[src/rtl/exp_dma_pkg.sv]
package exp_dma_pkg;
    parameter int ADDR_W = 16;
    parameter int DATA_W = 8;

    typedef struct packed {
        logic              full;
        logic [ADDR_W-1:0] addr;
        logic [DATA_W-1:0] data;
    } req_slot_t;

    typedef struct packed {
        logic dma_n;
        logic active;
    } ctl_state_t;
endpackage

[src/rtl/exp_dma_sync.sv]
module exp_dma_sync #(
    parameter int WIDTH  = 2,
    parameter int STAGES = 2
) (
    input  logic             clk,
    input  logic             rst_n,
    input  logic [WIDTH-1:0] async_i,
    input  logic [WIDTH-1:0] reset_val,
    output logic [WIDTH-1:0] lvl_o,
    output logic [WIDTH-1:0] rise_o,
    output logic [WIDTH-1:0] fall_o
);
    localparam int DEPTH = STAGES + 1;

    logic [WIDTH-1:0] chain_d [DEPTH];
    logic [WIDTH-1:0] chain_q [DEPTH];

    always_comb begin
        chain_d[0] = async_i;
        for (int i = 1; i < DEPTH; i++) begin
            chain_d[i] = chain_q[i-1];
        end
    end

    generate
        for (genvar g = 0; g < DEPTH; g++) begin : g_stage
            always_ff @(posedge clk or negedge rst_n) begin
                if (!rst_n) chain_q[g] <= reset_val;
                else        chain_q[g] <= chain_d[g];
            end
        end
    endgenerate

    assign lvl_o  = chain_q[STAGES-1];
    assign rise_o = chain_q[STAGES-1] & ~chain_q[STAGES];
    assign fall_o = ~chain_q[STAGES-1] & chain_q[STAGES];
endmodule

[src/rtl/exp_dma_reqbuf.sv]
module exp_dma_reqbuf
    import exp_dma_pkg::*;
(
    input  logic              clk,
    input  logic              rst_n,
    input  logic              in_valid,
    input  logic [ADDR_W-1:0] in_addr,
    input  logic [DATA_W-1:0] in_data,
    input  logic              allow_i,
    input  logic              pop_i,
    output logic              in_ready,
    output logic              take_o,
    output req_slot_t         slot_o
);
    req_slot_t slot_d, slot_q;

    always_comb begin
        slot_d   = slot_q;
        in_ready = !slot_q.full && allow_i;
        take_o   = in_valid && in_ready;
        if (pop_i) slot_d.full = 1'b0;
        if (take_o) begin
            slot_d.full = 1'b1;
            slot_d.addr = in_addr;
            slot_d.data = in_data;
        end
    end

    always_ff @(posedge clk or negedge rst_n) begin
        if (!rst_n) slot_q <= '0;
        else        slot_q <= slot_d;
    end

    assign slot_o = slot_q;


    take_sets_full_chk: assert property (@(posedge clk) disable iff (!rst_n)
        take_o |=> slot_q.full);


    held_entry_stable_chk: assert property (@(posedge clk) disable iff (!rst_n)
        (slot_q.full && $past(slot_q.full)) |-> ($stable(slot_q.addr) && $stable(slot_q.data)));
endmodule

[src/rtl/exp_dma_master.sv]
module exp_dma_master
    import exp_dma_pkg::*;
#(
    parameter int SYNC_STAGES = 2
) (
    input  logic              clk,
    input  logic              rst_n,
    input  logic              phi2_i,
    input  logic              ba_i,
    input  logic              hold_i,
    input  logic              req_valid,
    output logic              req_ready,
    input  logic [ADDR_W-1:0] req_addr,
    input  logic [DATA_W-1:0] req_data,
    output logic              dma_n,
    output logic              bus_oe,
    output logic [ADDR_W-1:0] bus_addr,
    output logic [DATA_W-1:0] bus_data,
    output logic              bus_rw_n
);
    localparam int SIG_W = 2;
    localparam int IDX_PHI = 0;
    localparam int IDX_BA  = 1;

    logic [SIG_W-1:0] lvl, rise, fall;
    logic phi2_rise, phi2_fall, ba_s, ba_fall, ba_rise;
    logic pop, take, pending_next;
    req_slot_t  slot;
    ctl_state_t st_d, st_q;

    exp_dma_sync #(.WIDTH(SIG_W), .STAGES(SYNC_STAGES)) u_sync (
        .clk       (clk),
        .rst_n     (rst_n),
        .async_i   ({ba_i, phi2_i}),
        .reset_val (2'b10),
        .lvl_o     (lvl),
        .rise_o    (rise),
        .fall_o    (fall)
    );

    assign phi2_rise = rise[IDX_PHI];
    assign phi2_fall = fall[IDX_PHI];
    assign ba_s      = lvl[IDX_BA];
    assign ba_fall   = fall[IDX_BA];
    assign ba_rise   = rise[IDX_BA];

    exp_dma_reqbuf u_reqbuf (
        .clk      (clk),
        .rst_n    (rst_n),
        .in_valid (req_valid),
        .in_addr  (req_addr),
        .in_data  (req_data),
        .allow_i  (ba_s),
        .pop_i    (pop),
        .in_ready (req_ready),
        .take_o   (take),
        .slot_o   (slot)
    );

    always_comb begin
        st_d = st_q;
        pop  = 1'b0;
        // slot end: the PHI2 fall completes, otherwise a low BA withdraws
        if (st_q.active) begin
            if (phi2_fall) begin
                st_d.active = 1'b0;
                pop         = 1'b1;
            end else if (!ba_s) begin
                st_d.active = 1'b0;
            end
        end else if (phi2_rise && !st_q.dma_n && ba_s && slot.full) begin
            st_d.active = 1'b1;
        end
        pending_next = (slot.full && !pop) || take;
        // CPU halt line only moves on a PHI2 falling edge
        if (phi2_fall) begin
            if (!st_q.dma_n) begin
                if (!pending_next && !hold_i) st_d.dma_n = 1'b1;
            end else if ((pending_next || hold_i) && ba_s) begin
                st_d.dma_n = 1'b0;
            end
        end
    end

    always_ff @(posedge clk or negedge rst_n) begin
        if (!rst_n) begin
            st_q.dma_n  <= 1'b1;
            st_q.active <= 1'b0;
        end else begin
            st_q <= st_d;
        end
    end

    assign dma_n    = st_q.dma_n;
    assign bus_oe   = st_q.active;
    assign bus_rw_n = !st_q.active;
    assign bus_addr = slot.addr;
    assign bus_data = slot.data;


    dma_on_fall_chk: assert property (@(posedge clk) disable iff (!rst_n)
        !$stable(st_q.dma_n) |-> $past(phi2_fall));


    dma_assert_ba_chk: assert property (@(posedge clk) disable iff (!rst_n)
        $fell(st_q.dma_n) |-> $past(ba_s));


    slot_needs_halt_chk: assert property (@(posedge clk) disable iff (!rst_n)
        st_q.active |-> (!st_q.dma_n && slot.full));


    slot_start_ba_chk: assert property (@(posedge clk) disable iff (!rst_n)
        $rose(st_q.active) |-> ($past(ba_s) && $past(phi2_rise)));


    ba_drop_ends_slot_chk: assert property (@(posedge clk) disable iff (!rst_n)
        (ba_fall && !phi2_fall) |=> !st_q.active);


    no_slot_at_ba_return_chk: assert property (@(posedge clk) disable iff (!rst_n)
        ba_rise |-> !st_q.active);


    retire_only_on_fall_chk: assert property (@(posedge clk) disable iff (!rst_n)
        $fell(slot.full) |-> ($past(st_q.active) && $past(phi2_fall)));
endmodule

[config.mk]
export PLATFORM = sky130hd
export DESIGN_NAME = exp_dma_master
export DESIGN_NICKNAME = d
export VERILOG_FILES = /design/src/rtl/exp_dma_pkg.sv /design/src/rtl/exp_dma_sync.sv /design/src/rtl/exp_dma_reqbuf.sv /design/src/rtl/exp_dma_master.sv
export SDC_FILE = /design/constraint.sdc
export NUM_CORES = 1
export LEC_CHECK = 0
export BUFFER_PORTS_ARGS = -buffer_cell sky130_fd_sc_hd__buf_4
export CORE_MARGIN = 2
export CORE_UTILIZATION = 47
export CTS_BUF_LIST = sky130_fd_sc_hd__clkbuf_4 sky130_fd_sc_hd__clkbuf_8 sky130_fd_sc_hd__clkbuf_16
export CTS_CLUSTER_SIZE = 20
export DETAILED_ROUTE_END_ITERATION = 8
export GPL_TIMING_DRIVEN = 1
export PLACE_DENSITY = 0.85
export SLEW_MARGIN = 20
export SYNTH_ARGS = -nofsm -noshare
export SYNTH_HDL_FRONTEND = slang
export SYNTH_SLANG_ARGS = --single-unit
[constraint.sdc]
create_clock -name clk -period 1.45 [get_ports clk]
set_input_delay 0.145 -clock clk [delete_from_list [all_inputs] [get_ports clk]]
set_output_delay 0.145 -clock clk [all_outputs]
set_load 0.03 [all_outputs]
* Yosys cells after proc, flatten, opt, wreduce, memory -nomap -nowiden
Index checks and enable logic that the tools add are counted.
** Storage, ports and cells
- Bits in registers :: 32
- Bits of input ports :: 30
- Output and inout port bits :: 28
- Word-level logic and storage cells :: 40
** Cells by class
- Multiplexer cells :: 11
- Bitwise operators :: 4
- Reduce and logical (&&, ||, !) cells :: 17
** Operators by type and width (number)
- two-way mux 25 bit :: 1
- two-way mux 1 bit :: 10
- logical AND 1 bit :: 8
- logical NOT 1 bit :: 6
- bitwise AND 1 bit :: 2
- logical OR 1 bit :: 2
- NOT 1 bit :: 2
- nonzero test 2 bit :: 1

* Longest topological paths before layout
Gate-level depths: netlist of run 1.
- Word-level depth :: 11
- Gate-level depth with buffers :: 3
- Depth with buffers taken out :: 2

* Worst setup path after synthesis of run 1
Ideal clock, no wire load.
- Path kind :: reg-to-reg
- Start point :: register u_sync.chain_q (netlist bit u_sync.lvl_o[1])
- End point :: register u_reqbuf.slot_q (netlist bit u_reqbuf.slot_o[24])
- Library setup time :: 0.066 ns
- Arrival :: 1.281 ns
- Required time :: 1.384 ns
- Path slack :: 0.103 ns
- Cell stages (with the launch flop) :: 3
- Path buffers :: 0
- Clock period less this slack :: 1.347 ns
- Cell sequence :: dfstp_2 -> nor2b_1 -> a22o_1
** Between the ends
- Cells in the longest elaborated chain, start to end :: 3
- Elaborated cells between the ends (all ways) :: 4
- Classes of those cells :: mux (1); reduce/logical (3)
** Ends and longest elaborated chain
- start, declared :: line exp_dma_sync.sv:16 : logic [WIDTH-1:0] chain_q [DEPTH];
- start signal, assigned by index :: line exp_dma_sync.sv:28 : if (!rst_n) chain_q[g] <= reset_val;
- start signal, assigned by index :: line exp_dma_sync.sv:29 : else chain_q[g] <= chain_d[g];
- logical AND 1 bit (*) :: line exp_dma_reqbuf.sv:19 : in_ready = !slot_q.full && allow_i;
- net req_ready :: line exp_dma_master.sv:12 : output logic req_ready,
- logical AND 1 bit (*) :: line exp_dma_reqbuf.sv:20 : take_o = in_valid && in_ready;
- two-way mux 25 bit / nonzero test 2 bit (equally long branches)
- end signal, assigned :: line exp_dma_reqbuf.sv:31 : else slot_q <= slot_d;
- end, declared :: line exp_dma_reqbuf.sv:15 : req_slot_t slot_d, slot_q;
The timed path passes the listed nets; every way through them passes the cells marked *.
A chain may end at the register's enable or synchronous reset.

* Final worst setup path of run 1
- Start point :: register u_sync.chain_q (netlist bit u_sync.lvl_o[1])
- End point :: output port req_ready
** Between the ends
- Cells in the longest elaborated chain, start to end :: 1
** Ends and longest elaborated chain (line)
- logical AND 1 bit :: exp_dma_reqbuf.sv:19
- end, declared :: exp_dma_master.sv:12
No other way between the ends.

==> results of run 1 <==
==> final timing paths <==
kind | startpoint | to | slack [ps] | cells past startpoint
max | u_sync.lvl_o[1] | req_ready | 70 | 2
min | req_addr[6] | u_reqbuf.slot_o[14] | 40 | 2
max reg2reg | u_sync.lvl_o[1] | u_reqbuf.slot_o[22] | 130 | 3
min reg2reg | u_sync.chain_d[2] | u_sync.lvl_o[0] | 360 | 0
max in group asynchronous | rst_n | u_sync.chain_d[3] | 850 | 2
min in group asynchronous | rst_n | bus_oe | 280 | 2
==> kinds of logic (layout without fill, tap and decap cells) <==
logic type | Yosys count | in the layout
mux | 24 | 24
buf+inv | 28 | 72
compound gates | 3 | 3
simple gates | 9 | 9
flops | 32 | 32
==> metal layers <==
metal	share of wire, %	up-vias	wire, microns
met3	8.8	4	221
li1	-	384	-
met4	0.88	0	22
met5	0	-	0
met1	40	400	1000
met2	50	45	1260
==> layout by cell type (no fill, tap or decap), types with 2 or more instances in the layout <==
cell type      Yosys  final
mux2_2             5      5
clkbuf_8           0      2
nand2b_1           2      2
dlygate4sd3_1      0      3
nand3b_1           2      2
inv_1              2      2
dfrtp_1           29     29
clkbuf_4           0      6
dfstp_2            3      3
buf_4             24     58
mux2_4            19     19
==> repair_timing <==
action,in CTS,in global routing
hold endpoints to repair,31,0
hold buffers,3,0
gates resized for setup,0,1
setup endpoints to repair,0,1
==> power groups by stage <==
stage               registers (W)  logic (W)  clock network, W
finish                    0.00152    0.00207          0.000581
global route              0.00157    0.00216          0.000644
CTS                       0.00152    0.00209          0.000607
detailed placement        0.00152    0.00208                 0
global placement          0.00151    0.00204                 0
floorplan                 0.00149    0.00183                 0
==> metrics by stage <==
step | setup WS (ps) | hold WS, ps | utilization [%] | power (W) | cell area (sq um)
after floorplan | 103 | -151 | - | 0.00332 | 1460
after global placement | 194 | 89.8 | 58.3 | 0.00355 | 1750
after detailed placement | 160 | 106 | 58.3 | 0.00360 | 1750
after CTS | 28.2 | 23.3 | 61.8 | 0.00421 | 1850
after global routing | 9.69 | 13.1 | 61.8 | 0.00437 | 1860
final | 68.7 | 44.1 | 61.8 | 0.00416 | 1860
==> flip-flops by register name, summed over array words and instances, names as in the netlist <==
signal           count
u_reqbuf.slot_o     25
u_sync.lvl_o         2
bus_oe               1
u_sync.chain_d       2
dma_n                1
u_sync.chain_q       1
==> layout make-up <==
| type | instances | area [sq um] |
|---|---|---|
| repair buffers | 62 | 485 |
| inverters | 2 | 7.51 |
| clock buffers | 8 | 72.6 |
| well taps | 33 | 41.3 |
| fillers | 249 | 1150 |
| multi-input cells | 36 | 445 |
| flip-flops and latches | 32 | 805 |
==> flow_metrics.py, run 1 <==
metrics = {
    "power": {
        "switching_share_pct": 38.0,
        "ir_worst_vdd_mv": 1.18,
        "internal-power_w": 0.00258,
        "seq_power_share_pct": 36.4,
        "cellPowerDensity_nw_per_um2": 2240,
        "p_sw_w": 0.00158,
        "cellLeakagePower_nw": 0.971,
        "clkPwrFrac_pct": 13.9,
        "combPwrFrac_pct": 49.6,
    },
    "synthesis": {
        "synth_warnings": 0,
        "ys_ff_latch": 32,
        "avgSynthCellArea_sq_um": 15.2,
        "syn_nets": 126,
        "yosys.area.top_type": "dfrtp_1",
        "synth_common_cells": "29 x dfrtp_1, 24 x buf_4, 19 x mux2_4, 5 x mux2_2, 3 x dfstp_2",
        "synth-simple-area-share_pct": 5.24,
        "seq_area_frac_synth_pct": 55.2,
        "synthArstFlopShare_pct": 100,
        "synth_edf_count": 0,
        "synth_fa_ha_area_share_pct": 0,
        "synth_top_flop_cell": "dfrtp_1",
        "synth_cells": 96,
        "yosysUniqueCellTypes": 17,
        "yosys.area.top_type_share_pct": 49.8,
        "syn-cell-area_sq_um": 1460,
        "synth_compound_area_share_pct": 1.72,
        "muxShareOfSynthArea_pct": 23.4,
        "synthXorXnorAreaFrac_pct": 0,
        "synth_top_family_by_area": "multiplexers",
        "synth_area_leaders": "dfrtp_1 50%, mux2_4 20%, buf_4 12%",
        "synth_most_common_cell": "dfrtp_1",
    },
    "global_routing": {
        "grt_pass1_wl_mm": 3.98,
        "grt_antenna_before_repair": 0,
        "grt_max_degree": 33,
        "grt_use_met3_pct": 6.06,
        "grt_usage_pct": 15.6,
        "grt_pass1_vias": 884,
        "use_met2_pct": 25.5,
        "grt.busiest_layer": "met2",
        "gr-usage-met1_pct": 17.9,
        "grt-ovfl-total": 0,
    },
    "layout": {
        "drive_above_1_share_pct": 68.6,
        "final_cells": 173,
        "antenna_cells": 0,
        "final_nets": 169,
        "area_growth_pct": 27.4,
    },
    "placement": {
        "dp_cells": 162,
        "portBuffers": 57,
        "dp_hpwl_mm": 1.78,
        "place.gp.congestion": 0.856,
    },
    "setup_path": {
        "end_kind": "output pin",
        "cp_top_family": "flip-flops",
        "worstPathCellList": "nor2b_2 -> buf_4",
        "critical_path_class": "reg2out",
        "startpoint_type": "flop",
        "slowest_stage": "dfstp_2",
        "path_max_fanout": 4,
        "crit_buf_inv": 1,
        "crit_path_max_incr_delay_ps": 590,
        "arrival_ps": 1240,
        "cp.required_ps": 1310,
    },
    "cts": {
        "cts_buffers": 5,
        "cts_tree": "done",
        "clockBufferDepth": 2,
        "post_cts_buffers": 0,
        "cts_root_buf": "clkbuf_4",
        "clock_latency_ps": 320,
        "htreeDepth": 2,
        "cts_num_sinks": 32,
        "cts.clk_slew.worst_paths_ps": 100,
    },
    "sta": {
        "post-route-period-util_pct": 95.3,
        "relSlewSlack_pct": 73.8,
        "fin_crit_ps": 1380,
        "rsz0062_at_grt": "false",
        "slew_viol_final": 0,
        "clock_skew_ps": 9.49,
        "hold_viol_final": 0,
        "fmaxAchievable_ghz": 0.724,
        "finalSetupTns_ps": 0,
        "tightest_slew_ps": 394,
        "setup_viol": 0,
    },
    "outcome": {
        "status": "finished clean",
    },
    "route": {
        "drcViolationCount": 0,
        "drt_iter0_drc": 11,
        "via_per_inst": 4.82,
        "via_count": 833,
        "first_pass_iters": 2,
        "routed_wl_mm": 2.51,
        "antenna_left": 0,
        "avgRoutedWirePerCell_microns": 14.5,
    },
    "job": {
        "cap_violations": 0,
    },
    "floorplan": {
        "die_area_sq_um": 3560,
        "ios": 58,
        "coreArea_sq_um": 3000,
        "start_util_pct": 48.5,
        "rows": 20,
        "die_h_microns": 59.7,
        "die_x_microns": 59.7,
    },
    "min_path": {
        "worstHoldPathType": "in2reg",
    },
}
Power figures use the tool's default switching activity.
==> run 2, diff against run 1 <==
CORE_MARGIN = not set   (was 2)
==> run 2 against run 1 <==
Non-clock buffer count did not move. Total power increased by 0.38%. Cell count is 1.2% lower. Fmax up 1.6%. Sequential share of layout area shrank 0.15 points. The flow now finishes with violations (design-rule violations). Critical endpoint unchanged. Wire length fell by 1.4%. Design area up 0.34%. Combinational power barely moved. Core utilization is 3.5 points higher. Sequential cell count unchanged.
==> flow_metrics.py, run 2 (same netlist as run 1, synthesis figures left out) <==
metrics = {
    "route": {
        "met2_wirelength_mm": 1.24,
        "via_per_inst": 4.96,
        "avgRoutedWirePerCell_microns": 14.5,
        "dr_wl_met3_microns": 214,
        "via_count": 849,
        "routed.top_layer": "met4",
        "antenna_left": 0,
        "routed_wl_mm": 2.48,
        "first_pass_iters": 6,
        "drt-met1-wl_mm": 1.01,
        "drcViolationCount": 6,
        "drt_iter0_drc": 30,
    },
    "layout": {
        "antenna_cells": 0,
        "fin_util_pct": 65.3,
        "final_area_sq_um": 1860,
        "final_nets": 169,
        "drive_above_1_share_pct": 68.6,
        "largest_reg_flops": 25,
        "final_cell_mix": "57 x buf_4, 29 x dfrtp_1, 19 x mux2_4",
        "area_growth_pct": 27.8,
        "final_common_cell": "buf_4",
        "final_cells": 171,
    },
    "cts": {
        "cts.clk_slew.worst_paths_ps": 90,
        "clockBufferDepth": 2,
        "cts_buffers": 5,
        "post_cts_buffers": 0,
        "cts_root_buf": "clkbuf_4",
        "clock_latency_ps": 320,
        "htreeDepth": 2,
        "cts_tree": "done",
        "cts_num_sinks": 32,
    },
    "sta": {
        "tightest_slew_ps": 391,
        "hold_viol_final": 0,
        "fin_ws_ps": 90.5,
        "fin_crit_ps": 1360,
        "fmaxAchievable_ghz": 0.736,
        "clock_skew_ps": 5.88,
        "finalSetupTns_ps": 0,
        "relSlewSlack_pct": 74.0,
        "rsz0062_at_grt": "false",
        "post-route-period-util_pct": 93.8,
        "setup_viol": 0,
        "slew_viol_final": 0,
    },
    "global_routing": {
        "grt_pass1_wl_mm": 4.22,
        "grt_max_degree": 33,
        "grt_usage_pct": 17.4,
        "grt_antenna_before_repair": 0,
        "grt-ovfl-total": 0,
        "grt_pass1_vias": 916,
    },
    "floorplan": {
        "coreArea_sq_um": 2850,
        "die_area_sq_um": 3330,
        "start_util_pct": 51.1,
        "die_x_microns": 57.7,
        "ios": 58,
        "die_h_microns": 57.7,
        "rows": 19,
    },
    "placement": {
        "place.gp.congestion": 0.805,
        "post-place-ws_ps": 155,
        "dp_hpwl_mm": 1.75,
        "post_dp_cell_area_sq_um": 1750,
        "portBuffers": 57,
        "dp_cells": 160,
    },
    "power": {
        "cellPowerDensity_nw_per_um2": 2240,
        "ir_worst_vdd_mv": 1.26,
        "cellLeakagePower_nw": 0.976,
    },
    "outcome": {
        "violations": "design-rule violations",
        "status": "finished, violations left",
    },
    "min_path": {
        "worstHoldPathType": "in2reg",
    },
    "setup_path": {
        "critical_path_class": "reg2out",
        "path_max_fanout": 4,
        "startpoint_type": "flop",
        "cp.required_ps": 1310,
        "r2r_slack_ps": 120,
        "arrival_ps": 1210,
        "end_kind": "output pin",
    },
    "job": {
        "cap_violations": 0,
    },
}
## run 2: worst paths after layout
check,from,cells past startpoint,to
worst max register to register,u_reqbuf.slot_o[24],3,u_reqbuf.slot_o[4]
worst min register to register,u_sync.chain_d[3],0,u_sync.lvl_o[1]
max in group asynchronous,rst_n,2,dma_n
min in group asynchronous,rst_n,2,u_reqbuf.slot_o[24]
worst max-delay path,u_sync.lvl_o[1],2,req_ready
worst min-delay path,req_addr[10],2,u_reqbuf.slot_o[18]
## run 2: power breakdown
| part | switching, W | internal, W | total (W) |
|---|---|---|---|
| clock | 0.000268 | 0.000304 | 0.000572 |
| combinational | 0.00107 | 0.00101 | 0.00208 |
| sequential | 0.000247 | 0.00128 | 0.00152 |
## run 2: layout make-up
cell class	count	area [sq um]
timing repair buffer	62	489
sequential	32	805
inverter	2	7.51
clock buffer	8	72.6
tap	31	38.8
multi-input combinational	36	450
fill	218	990
## run 2: per-layer routing
metal | GRT usage, % | vias up
met3 | 8.48 | 2
met1 | 19.9 | 416
met4 | 5.10 | 0
li1 | - | 386
met2 | 29.1 | 45
met5 | 0 | -
## run 2: what timing repair did
action,in CTS,in global routing
resized for setup,0,3
endpoints found under the hold margin,31,0
hold buffers,3,0
setup endpoints to repair,0,1
## run 2: per-stage QoR
step / total power (W) / hold slack (ps)
3_5_place_dp: 0.00361 / 103
2_1_floorplan: 0.00332 / -151
6_report: 0.00418 / 48.3
4_1_cts: 0.00422 / 28.6
5_1_grt: 0.00443 / 2.33
3_3_place_gp: 0.00355 / 93.9
## run 2: worst max-delay path, cell delays in order (launching register included)
cell     delay, ps
dfstp_2        590
nor2b_4        170
buf_6          130
==> run 3, diff against run 2 <==
==> constraint.sdc (replaced) <==
create_clock -name clk -period 1.45 [get_ports clk]
set_input_delay 0.2175 -clock clk [delete_from_list [all_inputs] [get_ports clk]]
set_output_delay 0.2175 -clock clk [all_outputs]
set_load 0.03 [all_outputs]
==> run 3 against run 2 <==
The run still ends with design-rule violations left. Fmax is 2.1% lower. Via count is 0.47% lower. Combinational power hardly changed. Cell count is 0.58% higher. Critical path depth is 2 higher. Clock-buffer cell count stayed put. Register-to-register slack worse by 60 ps. Largest cell class unchanged. Highest routed layer unchanged.
==> flow_metrics.py, run 3 (same netlist as run 1, synthesis figures left out) <==
metrics = {
    "floorplan": {
        "start_util_pct": 51.1,
        "die_x_microns": 57.7,
        "coreArea_sq_um": 2850,
        "ios": 58,
        "die_h_microns": 57.7,
        "rows": 19,
        "die_area_sq_um": 3330,
    },
    "setup_path": {
        "cp.required_ps": 1650,
        "arrival_ps": 1590,
        "reg2reg_depth": 4,
        "critical_path_class": "reg2reg",
        "startpoint_type": "flop",
        "r2r-end": "u_reqbuf.slot_o[4]",
        "end_kind": "flop",
        "path_max_fanout": 10,
        "startpoint": "u_sync.lvl_o[1]",
        "r2r_slack_ps": 60,
        "reg2reg_from": "u_sync.lvl_o[1]",
    },
    "sta": {
        "fin_crit_ps": 1390,
        "setup_viol": 0,
        "hold_viol_final": 0,
        "fmaxAchievable_ghz": 0.720,
        "rsz0062_at_grt": "false",
        "relSlewSlack_pct": 73.7,
        "post-route-period-util_pct": 95.8,
        "finalSetupTns_ps": 0,
        "tightest_slew_ps": 394,
        "clock_skew_ps": 6.05,
        "slew_viol_final": 0,
    },
    "cts": {
        "cts.clk_slew.worst_paths_ps": 90,
        "cts_buffers": 5,
        "cts_root_buf": "clkbuf_4",
        "clock_latency_ps": 320,
        "cts_num_sinks": 32,
        "clockBufferDepth": 2,
        "htreeDepth": 2,
        "cts_tree": "done",
    },
    "route": {
        "routed_wl_mm": 2.49,
        "via_count": 845,
        "drcViolationCount": 6,
        "antenna_left": 0,
        "via_per_inst": 4.91,
        "first_pass_iters": 6,
        "drt_iter0_drc": 27,
        "avgRoutedWirePerCell_microns": 14.5,
    },
    "power": {
        "ir_worst_vdd_mv": 1.26,
        "cellLeakagePower_nw": 0.981,
        "cellPowerDensity_nw_per_um2": 2240,
    },
    "global_routing": {
        "grt_max_degree": 33,
        "grt_usage_pct": 17.3,
        "grt-ovfl-total": 0,
        "grt_pass1_wl_mm": 4.19,
        "grt_antenna_before_repair": 0,
        "grt_pass1_vias": 918,
    },
    "placement": {
        "place.gp.congestion": 0.805,
        "portBuffers": 57,
        "dp_hpwl_mm": 1.75,
        "dp_cells": 160,
    },
    "min_path": {
        "min_from": "req_addr[10]",
        "min_to": "u_reqbuf.slot_o[18]",
        "min_path_cells": 2,
        "worstHoldPathType": "in2reg",
    },
    "layout": {
        "final_common_cell": "buf_4",
        "antenna_cells": 0,
        "multi_input_area_sq_um": 450,
        "drive_above_1_share_pct": 68.8,
        "final_nets": 170,
        "largest_reg_flops": 25,
        "area_growth_pct": 28.3,
        "final_cell_mix": "58 x buf_4, 29 x dfrtp_1, 19 x mux2_4",
        "regArea_sq_um": 805,
        "final_cells": 172,
        "fill_cells": 219,
    },
    "job": {
        "cap_violations": 0,
    },
    "outcome": {
        "status": "finished, violations left",
        "violations": "design-rule violations",
    },
}
[run 3: where the power goes]
| part | total [W] | internal, W | leakage [nW] | switching, W |
|---|---|---|---|---|
| Clock | 0.000572 | 0.000304 | 0.0420 | 0.000268 |
| Combinational | 0.00209 | 0.00101 | 0.562 | 0.00108 |
| Sequential | 0.00152 | 0.00128 | 0.376 | 0.000247 |
| Total | 0.00418 | 0.00259 | 0.981 | 0.00159 |
[run 3: how the worst max path moves through the flow]
stage | to | slack, ps | cells past startpoint
final | u_reqbuf.slot_o[4] | 60 | 4
after detailed placement | u_reqbuf.slot_o[23] | 150 | 3
after floorplan | u_reqbuf.slot_o[24] | 100 | 2
after global routing | req_ready | 20 | 2
after global placement | u_reqbuf.slot_o[23] | 190 | 3
after CTS | req_ready | 10 | 2
[run 3: through the flow]
stage                     setup WS [ps]  cell area (sq um)  hold WS, ps  utilization, %  total power, W
after floorplan                     103               1460        -78.1               -         0.00332
after global placement              194               1750          166            61.3         0.00355
after detailed placement            155               1750          176            61.3         0.00361
after CTS                          14.9               1860          101            65.2         0.00422
after global routing               17.2               1870         74.8            65.6         0.00443
final                              61.0               1870          121            65.6         0.00418
[run 3: worst max-delay path, cell delays in order, from the launching register on]
cell	delay, ps
dfstp_2	540
buf_4	130
nand3b_4	90
buf_4	200
mux2_4	310
[run 3: what timing repair did]
action,4_1_cts,5_1_grt
endpoints found under the hold margin,31,0
hold buffers,3,0
buffers inserted,1,0
pin swaps,0,0
setup endpoints to repair,1,1
resized for setup,0,3
[run 3: layout make-up]
type,instances,share of cell area (%)
tap,31,2.07
inverter,2,0.401
sequential,32,43.0
clock buffer,8,3.88
timing repair buffer,63,26.6
multi-input combinational,36,24.1
[run 3: metal layers]
layer	global-route usage [%]	wire (microns)	up-vias
met5	0	0	-
met4	5.10	16	0
met3	8.48	214	2
li1	-	-	390
met1	19.7	1020	408
met2	28.9	1250	45
